===== src/rtl/mem_ring_pkg.sv =====
package mem_ring_pkg;

  typedef enum logic [2:0] {
    OP_INIT  = 3'd0,
    OP_EMPTY = 3'd1,
    OP_FULL  = 3'd2,
    OP_GET   = 3'd3,
    OP_PUT   = 3'd4
  } ringOp_e;

  typedef enum logic [2:0] {
    AS_MASK  = 3'd0,
    AS_PROD  = 3'd1,
    AS_CONS  = 3'd2,
    AS_PDATA = 3'd3,
    AS_CDATA = 3'd4
  } addrSel_e;

  typedef enum logic [1:0] {
    WS_DATA = 2'd0,
    WS_PIDX = 2'd1,
    WS_CIDX = 2'd2
  } wdSel_e;

  typedef struct packed {
    logic     latchReq;
    logic     setBase;
    logic     ldMask;
    logic     ldProd;
    logic     ldCons;
    logic     capRemote;
    logic     capData;
    logic     advProd;
    logic     advCons;
    addrSel_e addrSel;
    wdSel_e   wdSel;
  } dpStrobe_t;

endpackage


===== src/rtl/mem_ring_dpath.sv =====
module mem_ring_dpath
  import mem_ring_pkg::*;
#(
  parameter int NUM_RINGS = 4,
  parameter int RING_ID_W = 3,
  parameter int ADDR_W    = 16,
  parameter int IDX_W     = 8
) (
  input  logic                 clk,
  input  logic                 rstN,
  input  dpStrobe_t            strb,
  input  logic [RING_ID_W-1:0] reqRing,
  input  logic [ADDR_W-1:0]    reqBase,
  input  logic [IDX_W-1:0]     reqByte,
  input  logic [IDX_W-1:0]     memRdata,
  output logic [ADDR_W-1:0]    memAddr,
  output logic [IDX_W-1:0]     memWdata,
  output logic                 ringBad,
  output logic                 ringUnconf,
  output logic                 remEmpty,
  output logic                 remFull,
  output logic [IDX_W-1:0]     rdByte
);

  localparam logic [ADDR_W-1:0] OFS_MASK = ADDR_W'(3);
  localparam logic [ADDR_W-1:0] OFS_PROD = ADDR_W'(2);
  localparam logic [ADDR_W-1:0] OFS_CONS = ADDR_W'(1);

  logic [RING_ID_W-1:0] curRingQ;
  logic [ADDR_W-1:0]    curBaseQ;
  logic [IDX_W-1:0]     curByteQ;
  logic [IDX_W-1:0]     remoteQ;
  logic [IDX_W-1:0]     rdByteQ;

  logic [ADDR_W-1:0] baseArr [NUM_RINGS];
  logic [IDX_W-1:0]  maskArr [NUM_RINGS];
  logic [IDX_W-1:0]  prodArr [NUM_RINGS];
  logic [IDX_W-1:0]  consArr [NUM_RINGS];

  logic [ADDR_W-1:0] selBase;
  logic [IDX_W-1:0]  selMask, selProd, selCons;
  logic [IDX_W-1:0]  prodNext, consNext;

  // Request capture and transfer holding registers
  always_ff @(posedge clk or negedge rstN) begin
    if (!rstN) begin
      curRingQ <= '0;
      curBaseQ <= '0;
      curByteQ <= '0;
      remoteQ  <= '0;
      rdByteQ  <= '0;
    end else begin
      if (strb.latchReq) begin
        curRingQ <= reqRing;
        curBaseQ <= reqBase;
        curByteQ <= reqByte;
      end
      if (strb.capRemote) remoteQ <= memRdata;
      if (strb.capData)   rdByteQ <= memRdata;
    end
  end

  // One descriptor per ring; only the addressed one is touched
  for (genvar g = 0; g < NUM_RINGS; g++) begin : g_desc
    logic              hit;
    logic [ADDR_W-1:0] baseR;
    logic [IDX_W-1:0]  maskR, prodR, consR;

    assign hit = (curRingQ == RING_ID_W'(g));

    always_ff @(posedge clk or negedge rstN) begin
      if (!rstN) begin
        baseR <= '0;
        maskR <= '0;
        prodR <= '0;
        consR <= '0;
      end else if (hit) begin
        if (strb.setBase) baseR <= curBaseQ;
        if (strb.ldMask)  maskR <= memRdata;
        if (strb.ldProd)       prodR <= memRdata;
        else if (strb.advProd) prodR <= prodNext;
        if (strb.ldCons)       consR <= memRdata;
        else if (strb.advCons) consR <= consNext;
      end
    end

    assign baseArr[g] = baseR;
    assign maskArr[g] = maskR;
    assign prodArr[g] = prodR;
    assign consArr[g] = consR;
  end

  always_comb begin
    selBase = '0;
    selMask = '0;
    selProd = '0;
    selCons = '0;
    for (int i = 0; i < NUM_RINGS; i++) begin
      if (curRingQ == RING_ID_W'(i)) begin
        selBase = baseArr[i];
        selMask = maskArr[i];
        selProd = prodArr[i];
        selCons = consArr[i];
      end
    end
  end

  assign prodNext   = (selProd + IDX_W'(1)) & selMask;
  assign consNext   = (selCons + IDX_W'(1)) & selMask;
  assign ringBad    = int'(curRingQ) >= NUM_RINGS;
  assign ringUnconf = (selBase == '0);
  assign remEmpty   = (remoteQ == selCons);
  assign remFull    = (prodNext == remoteQ);
  assign rdByte     = rdByteQ;

  always_comb begin
    case (strb.addrSel)
      AS_MASK:  memAddr = selBase - OFS_MASK;
      AS_PROD:  memAddr = selBase - OFS_PROD;
      AS_CONS:  memAddr = selBase - OFS_CONS;
      AS_PDATA: memAddr = selBase + ADDR_W'(selProd);
      AS_CDATA: memAddr = selBase + ADDR_W'(selCons);
      default:  memAddr = selBase;
    endcase
  end

  always_comb begin
    case (strb.wdSel)
      WS_PIDX: memWdata = selProd;
      WS_CIDX: memWdata = selCons;
      default: memWdata = curByteQ;
    endcase
  end

endmodule


===== src/rtl/mem_ring_ctrl.sv =====
module mem_ring_ctrl
  import mem_ring_pkg::*;
(
  input  logic       clk,
  input  logic       rstN,
  input  logic       reqValid,
  input  logic [2:0] reqOp,
  input  logic       busGnt,
  input  logic       memReady,
  input  logic       ringBad,
  input  logic       ringUnconf,
  input  logic       remEmpty,
  input  logic       remFull,
  output logic       reqReady,
  output logic       busReq,
  output logic       memValid,
  output logic       memWe,
  output logic       rspValid,
  output logic       rspFlag,
  output logic       rspErr,
  output dpStrobe_t  strb
);

  typedef enum logic [2:0] {
    S_IDLE, S_DECODE, S_ACQ, S_ACC, S_REL, S_EVAL, S_RESP
  } state_e;

  state_e     stateQ, stateD;
  logic [2:0] opQ, opD;
  logic       phaseQ, phaseD;
  logic [1:0] stepQ, stepD;
  logic       flagQ, flagD, errQ, errD;

  // Micro-program for the access currently due
  addrSel_e pAddr;
  wdSel_e   pWd;
  logic     pWe, pLast;
  logic     pLdMask, pLdProd, pLdCons, pCapRem, pCapData, pAdvProd, pAdvCons;
  logic     fire, opLegal, blocked;

  always_comb begin
    pAddr = AS_MASK; pWd = WS_DATA; pWe = 1'b0; pLast = 1'b1;
    pLdMask = 1'b0; pLdProd = 1'b0; pLdCons = 1'b0; pCapRem = 1'b0;
    pCapData = 1'b0; pAdvProd = 1'b0; pAdvCons = 1'b0;
    case (opQ)
      OP_INIT: begin
        case (stepQ)
          2'd0:    begin pAddr = AS_MASK; pLdMask = 1'b1; pLast = 1'b0; end
          2'd1:    begin pAddr = AS_PROD; pLdProd = 1'b1; pLast = 1'b0; end
          default: begin pAddr = AS_CONS; pLdCons = 1'b1; end
        endcase
      end
      OP_EMPTY: begin pAddr = AS_PROD; pCapRem = 1'b1; end
      OP_FULL:  begin pAddr = AS_CONS; pCapRem = 1'b1; end
      OP_GET: begin
        if (!phaseQ) begin
          pAddr = AS_PROD; pCapRem = 1'b1;
        end else if (stepQ == 2'd0) begin
          pAddr = AS_CDATA; pCapData = 1'b1; pAdvCons = 1'b1; pLast = 1'b0;
        end else begin
          pAddr = AS_CONS; pWe = 1'b1; pWd = WS_CIDX;
        end
      end
      OP_PUT: begin
        if (!phaseQ) begin
          pAddr = AS_CONS; pCapRem = 1'b1;
        end else if (stepQ == 2'd0) begin
          pAddr = AS_PDATA; pWe = 1'b1; pWd = WS_DATA; pAdvProd = 1'b1; pLast = 1'b0;
        end else begin
          pAddr = AS_PROD; pWe = 1'b1; pWd = WS_PIDX;
        end
      end
      default: ;
    endcase
  end

  assign fire    = (stateQ == S_ACC) && memReady;
  assign opLegal = (opQ <= 3'd4);
  assign blocked = (opQ == OP_GET) ? remEmpty : remFull;

  always_comb begin
    strb           = '0;
    strb.latchReq  = (stateQ == S_IDLE) && reqValid;
    strb.setBase   = (stateQ == S_DECODE) && !ringBad && (opQ == OP_INIT);
    strb.ldMask    = fire && pLdMask;
    strb.ldProd    = fire && pLdProd;
    strb.ldCons    = fire && pLdCons;
    strb.capRemote = fire && pCapRem;
    strb.capData   = fire && pCapData;
    strb.advProd   = fire && pAdvProd;
    strb.advCons   = fire && pAdvCons;
    strb.addrSel   = pAddr;
    strb.wdSel     = pWd;
  end

  always_comb begin
    stateD = stateQ; opD = opQ; phaseD = phaseQ; stepD = stepQ;
    flagD = flagQ; errD = errQ;
    reqReady = 1'b0; busReq = 1'b0; memValid = 1'b0; rspValid = 1'b0;
    case (stateQ)
      S_IDLE: begin
        reqReady = 1'b1;
        if (reqValid) begin
          opD = reqOp; phaseD = 1'b0; stepD = 2'd0;
          flagD = 1'b0; errD = 1'b0;
          stateD = S_DECODE;
        end
      end
      S_DECODE: begin
        if (ringBad || !opLegal) begin
          errD = 1'b1; stateD = S_RESP;
        end else if (ringUnconf && (opQ != OP_INIT)) begin
          if ((opQ == OP_EMPTY) || (opQ == OP_FULL)) flagD = 1'b1;
          else                                       errD  = 1'b1;
          stateD = S_RESP;
        end else begin
          stateD = S_ACQ;
        end
      end
      S_ACQ: begin
        busReq = 1'b1;
        if (busGnt) stateD = S_ACC;
      end
      S_ACC: begin
        busReq   = 1'b1;
        memValid = 1'b1;
        if (memReady) begin
          if (pLast) stateD = S_REL;
          else       stepD  = stepQ + 2'd1;
        end
      end
      S_REL: begin
        if (!busGnt) stateD = S_EVAL;
      end
      S_EVAL: begin
        stateD = S_RESP;
        stepD  = 2'd0;
        if (opQ == OP_EMPTY) begin
          flagD = remEmpty;
        end else if (opQ == OP_FULL) begin
          flagD = remFull;
        end else if (((opQ == OP_GET) || (opQ == OP_PUT)) && !phaseQ) begin
          stateD = S_ACQ;
          if (!blocked) phaseD = 1'b1;
        end
      end
      S_RESP: begin
        rspValid = 1'b1;
        stateD   = S_IDLE;
      end
      default: stateD = S_IDLE;
    endcase
  end

  always_ff @(posedge clk or negedge rstN) begin
    if (!rstN) begin
      stateQ <= S_IDLE;
      opQ    <= 3'd0;
      phaseQ <= 1'b0;
      stepQ  <= 2'd0;
      flagQ  <= 1'b0;
      errQ   <= 1'b0;
    end else begin
      stateQ <= stateD;
      opQ    <= opD;
      phaseQ <= phaseD;
      stepQ  <= stepD;
      flagQ  <= flagD;
      errQ   <= errD;
    end
  end

  assign memWe   = memValid && pWe;
  assign rspFlag = flagQ;
  assign rspErr  = errQ;

endmodule


===== src/rtl/mem_ring_client.sv =====
module mem_ring_client
  import mem_ring_pkg::*;
#(
  parameter int NUM_RINGS = 4,
  parameter int RING_ID_W = 3,
  parameter int ADDR_W    = 16,
  parameter int IDX_W     = 8
) (
  input  logic                 clk,
  input  logic                 rstN,
  input  logic                 reqValid,
  output logic                 reqReady,
  input  logic [2:0]           reqOp,
  input  logic [RING_ID_W-1:0] reqRing,
  input  logic [ADDR_W-1:0]    reqBase,
  input  logic [IDX_W-1:0]     reqByte,
  output logic                 rspValid,
  output logic [IDX_W-1:0]     rspByte,
  output logic                 rspFlag,
  output logic                 rspErr,
  output logic                 busReq,
  input  logic                 busGnt,
  output logic                 memValid,
  output logic                 memWe,
  output logic [ADDR_W-1:0]    memAddr,
  output logic [IDX_W-1:0]     memWdata,
  input  logic                 memReady,
  input  logic [IDX_W-1:0]     memRdata
);

  dpStrobe_t strb;
  logic      ringBad, ringUnconf, remEmpty, remFull;

  mem_ring_ctrl i_ctrl (
    .clk        (clk),
    .rstN       (rstN),
    .reqValid   (reqValid),
    .reqOp      (reqOp),
    .busGnt     (busGnt),
    .memReady   (memReady),
    .ringBad    (ringBad),
    .ringUnconf (ringUnconf),
    .remEmpty   (remEmpty),
    .remFull    (remFull),
    .reqReady   (reqReady),
    .busReq     (busReq),
    .memValid   (memValid),
    .memWe      (memWe),
    .rspValid   (rspValid),
    .rspFlag    (rspFlag),
    .rspErr     (rspErr),
    .strb       (strb)
  );

  mem_ring_dpath #(
    .NUM_RINGS (NUM_RINGS),
    .RING_ID_W (RING_ID_W),
    .ADDR_W    (ADDR_W),
    .IDX_W     (IDX_W)
  ) i_dpath (
    .clk        (clk),
    .rstN       (rstN),
    .strb       (strb),
    .reqRing    (reqRing),
    .reqBase    (reqBase),
    .reqByte    (reqByte),
    .memRdata   (memRdata),
    .memAddr    (memAddr),
    .memWdata   (memWdata),
    .ringBad    (ringBad),
    .ringUnconf (ringUnconf),
    .remEmpty   (remEmpty),
    .remFull    (remFull),
    .rdByte     (rspByte)
  );

endmodule


===== config.mk =====
export PLATFORM = sky130hd
export DESIGN_NAME = mem_ring_client
export DESIGN_NICKNAME = d
export VERILOG_FILES = /design/src/rtl/mem_ring_pkg.sv /design/src/rtl/mem_ring_dpath.sv /design/src/rtl/mem_ring_ctrl.sv /design/src/rtl/mem_ring_client.sv
export SDC_FILE = /design/constraint.sdc
export NUM_CORES = 1
export LEC_CHECK = 0
export BUFFER_PORTS_ARGS = -buffer_cell sky130_fd_sc_hd__buf_2
export CAP_MARGIN = 20
export CORE_MARGIN = 3
export CORE_UTILIZATION = 55
export DETAILED_ROUTE_END_ITERATION = 16
export PLACE_DENSITY = 0.74
export SETUP_SLACK_MARGIN = 0.05
export SLEW_MARGIN = 20
export SYNTH_ARGS = -nofsm -noshare
export SYNTH_HDL_FRONTEND = slang
export SYNTH_SLANG_ARGS = --single-unit

===== constraint.sdc =====
create_clock -name clk -period 6.15 [get_ports clk]
set_input_delay 0.9225 -clock clk [delete_from_list [all_inputs] [get_ports clk]]
set_output_delay 0.9225 -clock clk [all_outputs]
set_load 0.02 [all_outputs]

==> results_dict.tcl <==
set metrics [dict create \
    outcome "complete, no violations" \
    ys_warn_count 0 \
    row_count 53 \
    power_leakage_nw 6.344 \
    design.portCount 82 \
    finalHoldViolations 0 \
    synth-simple-area-share_pct 15.15 \
    yosys.area.top_type_share_pct 45.29 \
    fin_worst_skew_ns 0.02931 \
    diodes 0 \
    die_w_um 152.6 \
    yosys.area_share.adder_pct 2.815 \
    cp_max_fo 8 \
    period_minus_slack_ns 5.798 \
    wirelength_um 29900 \
    clock_latency_ns 0.52 \
    grt_pass1_vias 8880 \
    dpl_worst_slack_ns 0.6114 \
    clk_path_buf_depth 3 \
    clk_pin_slew_ns 0.06 \
    clock.fmax_mhz 172.5 \
    yosysTopAreaCell "dfrtp_1" \
    whs_ns 0.4222 \
    drtIter0Drc 628 \
    max_slew_margin_pct 33.12 \
    antenna_found_initial 0 \
    synth_edf_count 0 \
    required_ns 5.23 \
    ys_ff_latch 214 \
    critical-path-max-stage-delay_ns 0.41 \
    crit_chain "inv_1 > ha_2 > nor2_1 > or3_1 > a32oi_2 > nor2_1 > a22oi_1 > nand2_1 > ha_1 > fa_1 > nand3_1 > a21oi_1 > o31a_1 > o41ai_1 > buf_4 > o2111ai_1 > a21oi_1 > xnor2_1 > mux2_2 > buf_2" \
    layout_setup_ws_ns 0.3516 \
    netlist_instances 1149 \
    most-common-layout-cells "dfrtp_1, nand2_1, mux2_2, buf_2, nor2_1" \
    ys_types 70 \
    numCtsBuffers 23 \
    vias 8982 \
    slowest_stage "fa_1" \
    slew_viol_final 0 \
    startpoint_type "flop" \
    grt_start_max_net_pins 122 \
    synth.area.top_cells "dfrtp_1, mux2_2, nand2_1" \
    syn_to_final_growth_pct 12.09 \
    die_h_um 152.6 \
    grt-ovfl-total 0 \
    worst_slew_pin_slew_ns 1.000 \
    nets 1274 \
    syn-num-nets 1218 \
    hp-class "input pin to async pin" \
    avgSynthCellArea_um2 10.29 \
    core_um2 21090 \
    path_class "flop to output port" \
    die-area_um2 23300 \
    power_density_nw_per_um2 545.0 \
    drc 0 \
    io_buffers 81 \
    fin_crit_sh_pct 94.28 \
    synth_mux_area_share_pct 19.78 \
    cts_sinks 214 \
    root_buffer "clkbuf_16" \
    layout-drive-gt1-share_pct 24.75 \
    rsz0062_at_grt "no" \
    post_drt_wl_per_cell_um 20.00 \
    layout_commonest_cell "dfrtp_1" \
    ant_nets 0 \
    setup_viol 0 \
    synth_compound_area_share_pct 10.42 \
    async_reset_ff_share_pct 100.0 \
    n_fill_cell 1724 \
    ir_worst_vdd_uv 394.3 \
    cts_tree "yes" \
    crit_arrival_ns 4.88 \
    maxCapViolations 0 \
    synth_ff_type "dfrtp_1" \
    gp_congestion 0.9718 \
    dr.pass1.iters 8 \
    start_util_pct 56.08 \
    track_usage_pct 25.18 \
    post_dp_cell_area_um2 12410 \
    grt_pass1_wl_um 47900 \
    hpwl_um 21110 \
    synth_top_family_by_area "multiplexers" \
    ctsHtreeMaxLevel 1 \
    fin_area_um2 13260 \
    vias_per_cell 6.008 \
    yosysSeqAreaShare_pct 45.29 \
    yosys.area_share.xor_xnor_pct 3.111 \
    synthesis.area_um2 11830 \
    endpoint_kind "output port" \
    finalSetupTns_ns 0 \
]
[sequential cells by signal (all words and copies together) (netlist names), 2 cells and up]
name	flops
i_ctrl.stepQ	2
i_dpath.g_desc.baseR	64
i_dpath.remoteQ	8
i_dpath.curRingQ	3
i_ctrl.stateQ	3
i_dpath.g_desc.maskR	32
i_dpath.curByteQ	8
i_dpath.g_desc.consR	32
i_dpath.curBaseQ	16
i_dpath.g_desc.prodR	32
i_ctrl.opQ	3
i_dpath.rdByte	8
[logic make-up (layout without fill, tap and decap cells)]
| kind of cell | Yosys count | after routing |
|---|---|---|
| flops | 214 | 214 |
| compound gates | 201 | 201 |
| buf+inv | 93 | 164 |
| xor+xnor | 42 | 42 |
| simple gates | 398 | 398 |
| mux | 175 | 175 |
| fa+ha+maj | 26 | 26 |
[power by group]
part           switching (mW)  leakage [nW]  total, mW  internal [mW]
combinational            2.07          3.08       3.60           1.53
sequential              0.372          2.87       2.16           1.79
clock                   0.558         0.388       1.46          0.902
[critical path, delay by kind of cell (launching register included)]
kind	cells	cell delay (ns)
buf+inv	3	0.44
mux	1	0.25
flops	1	0.40
compound gates	7	1.53
fa+ha+maj	3	0.91
simple gates	5	0.73
xor+xnor	1	0.08
[per-stage QoR]
stage / power [mW] / utilization, % / cells
3_3_place_gp: 5.639 / 58.85 / 1454
2_1_floorplan: 4.750 / - / 1149
6_report: 7.225 / 62.86 / 1495
4_1_cts: 7.196 / 62.67 / 1494
5_1_grt: 7.694 / 62.86 / 1495
3_5_place_dp: 5.713 / 58.85 / 1454
[layout make-up]
type | instances | area [µm²] | area share [%]
Clock inverter | 11 | 166.4 | 1.255
Clock buffer | 29 | 638.1 | 4.814
Tap cell | 275 | 344.1 | 2.596
Inverter | 26 | 97.59 | 0.7363
Timing Repair Buffer | 98 | 571.8 | 4.314
Multi-Input combinational cell | 842 | 6078 | 45.86
Sequential cell | 214 | 5359 | 40.43
[cell usage after synthesis, types with 3 or more instances]
library cell  count
o41ai_1           3
nand2b_1          7
nor3_1           20
or3_1             4
a211oi_1          3
nor2b_1           8
a22oi_1          11
o31ai_1           3
nand3_1          24
nand2_1         194
inv_1            26
and3_1           13
o22ai_1           6
xnor2_1          28
a21oi_1          70
clkbuf_1         51
mux2_2          121
a21o_1            5
a211o_1           3
a32oi_1           4
mux4_2           27
xor2_1           14
nor4_1            3
nand3b_1          4
and2_0            4
buf_6             6
o21ai_0          58
mux4_1            6
or2_2             5
and2_1           21
dfrtp_1         214
nor2_1           77
nor3b_1           3
mux2i_1          21
ha_1             25
o211ai_1          7
buf_2             7
o21a_1            6
o2111ai_1         3
[per-layer routing]
layer,vias to the layer above,share of wire [%],track usage (%)
met2,324,48,41.31
met1,4436,43,35.79
li1,4167,-,-
met3,55,7.1,4.061
met5,-,0,0
met4,0,1.9,5.685
[final timing paths]
path	startpoint	to	slack [ns]	cells past startpoint
setup / recovery	i_ctrl.stepQ[0]	memAddr[14]	0.35	20
hold / removal	rstN	i_ctrl.stateQ[2]	0.42	1
setup reg to reg	i_dpath.curRingQ[1]	i_ctrl.rspFlag	2.28	12
hold reg to reg	i_dpath.g_desc[2].consR[4]	i_dpath.g_desc[2].consR[4]	0.48	2
max in group asynchronous	rstN	i_dpath.curRingQ[0]	4.54	2
min in group clk	i_dpath.g_desc[2].consR[4]	i_dpath.g_desc[2].consR[4]	0.48	2
[timing repair]
item,CTS,global route
endpoints found under the setup margin,0,3
gates resized for setup,0,4
buffers inserted,0,1
hold buffers,0,0
Power figures use the tool's default switching activity.
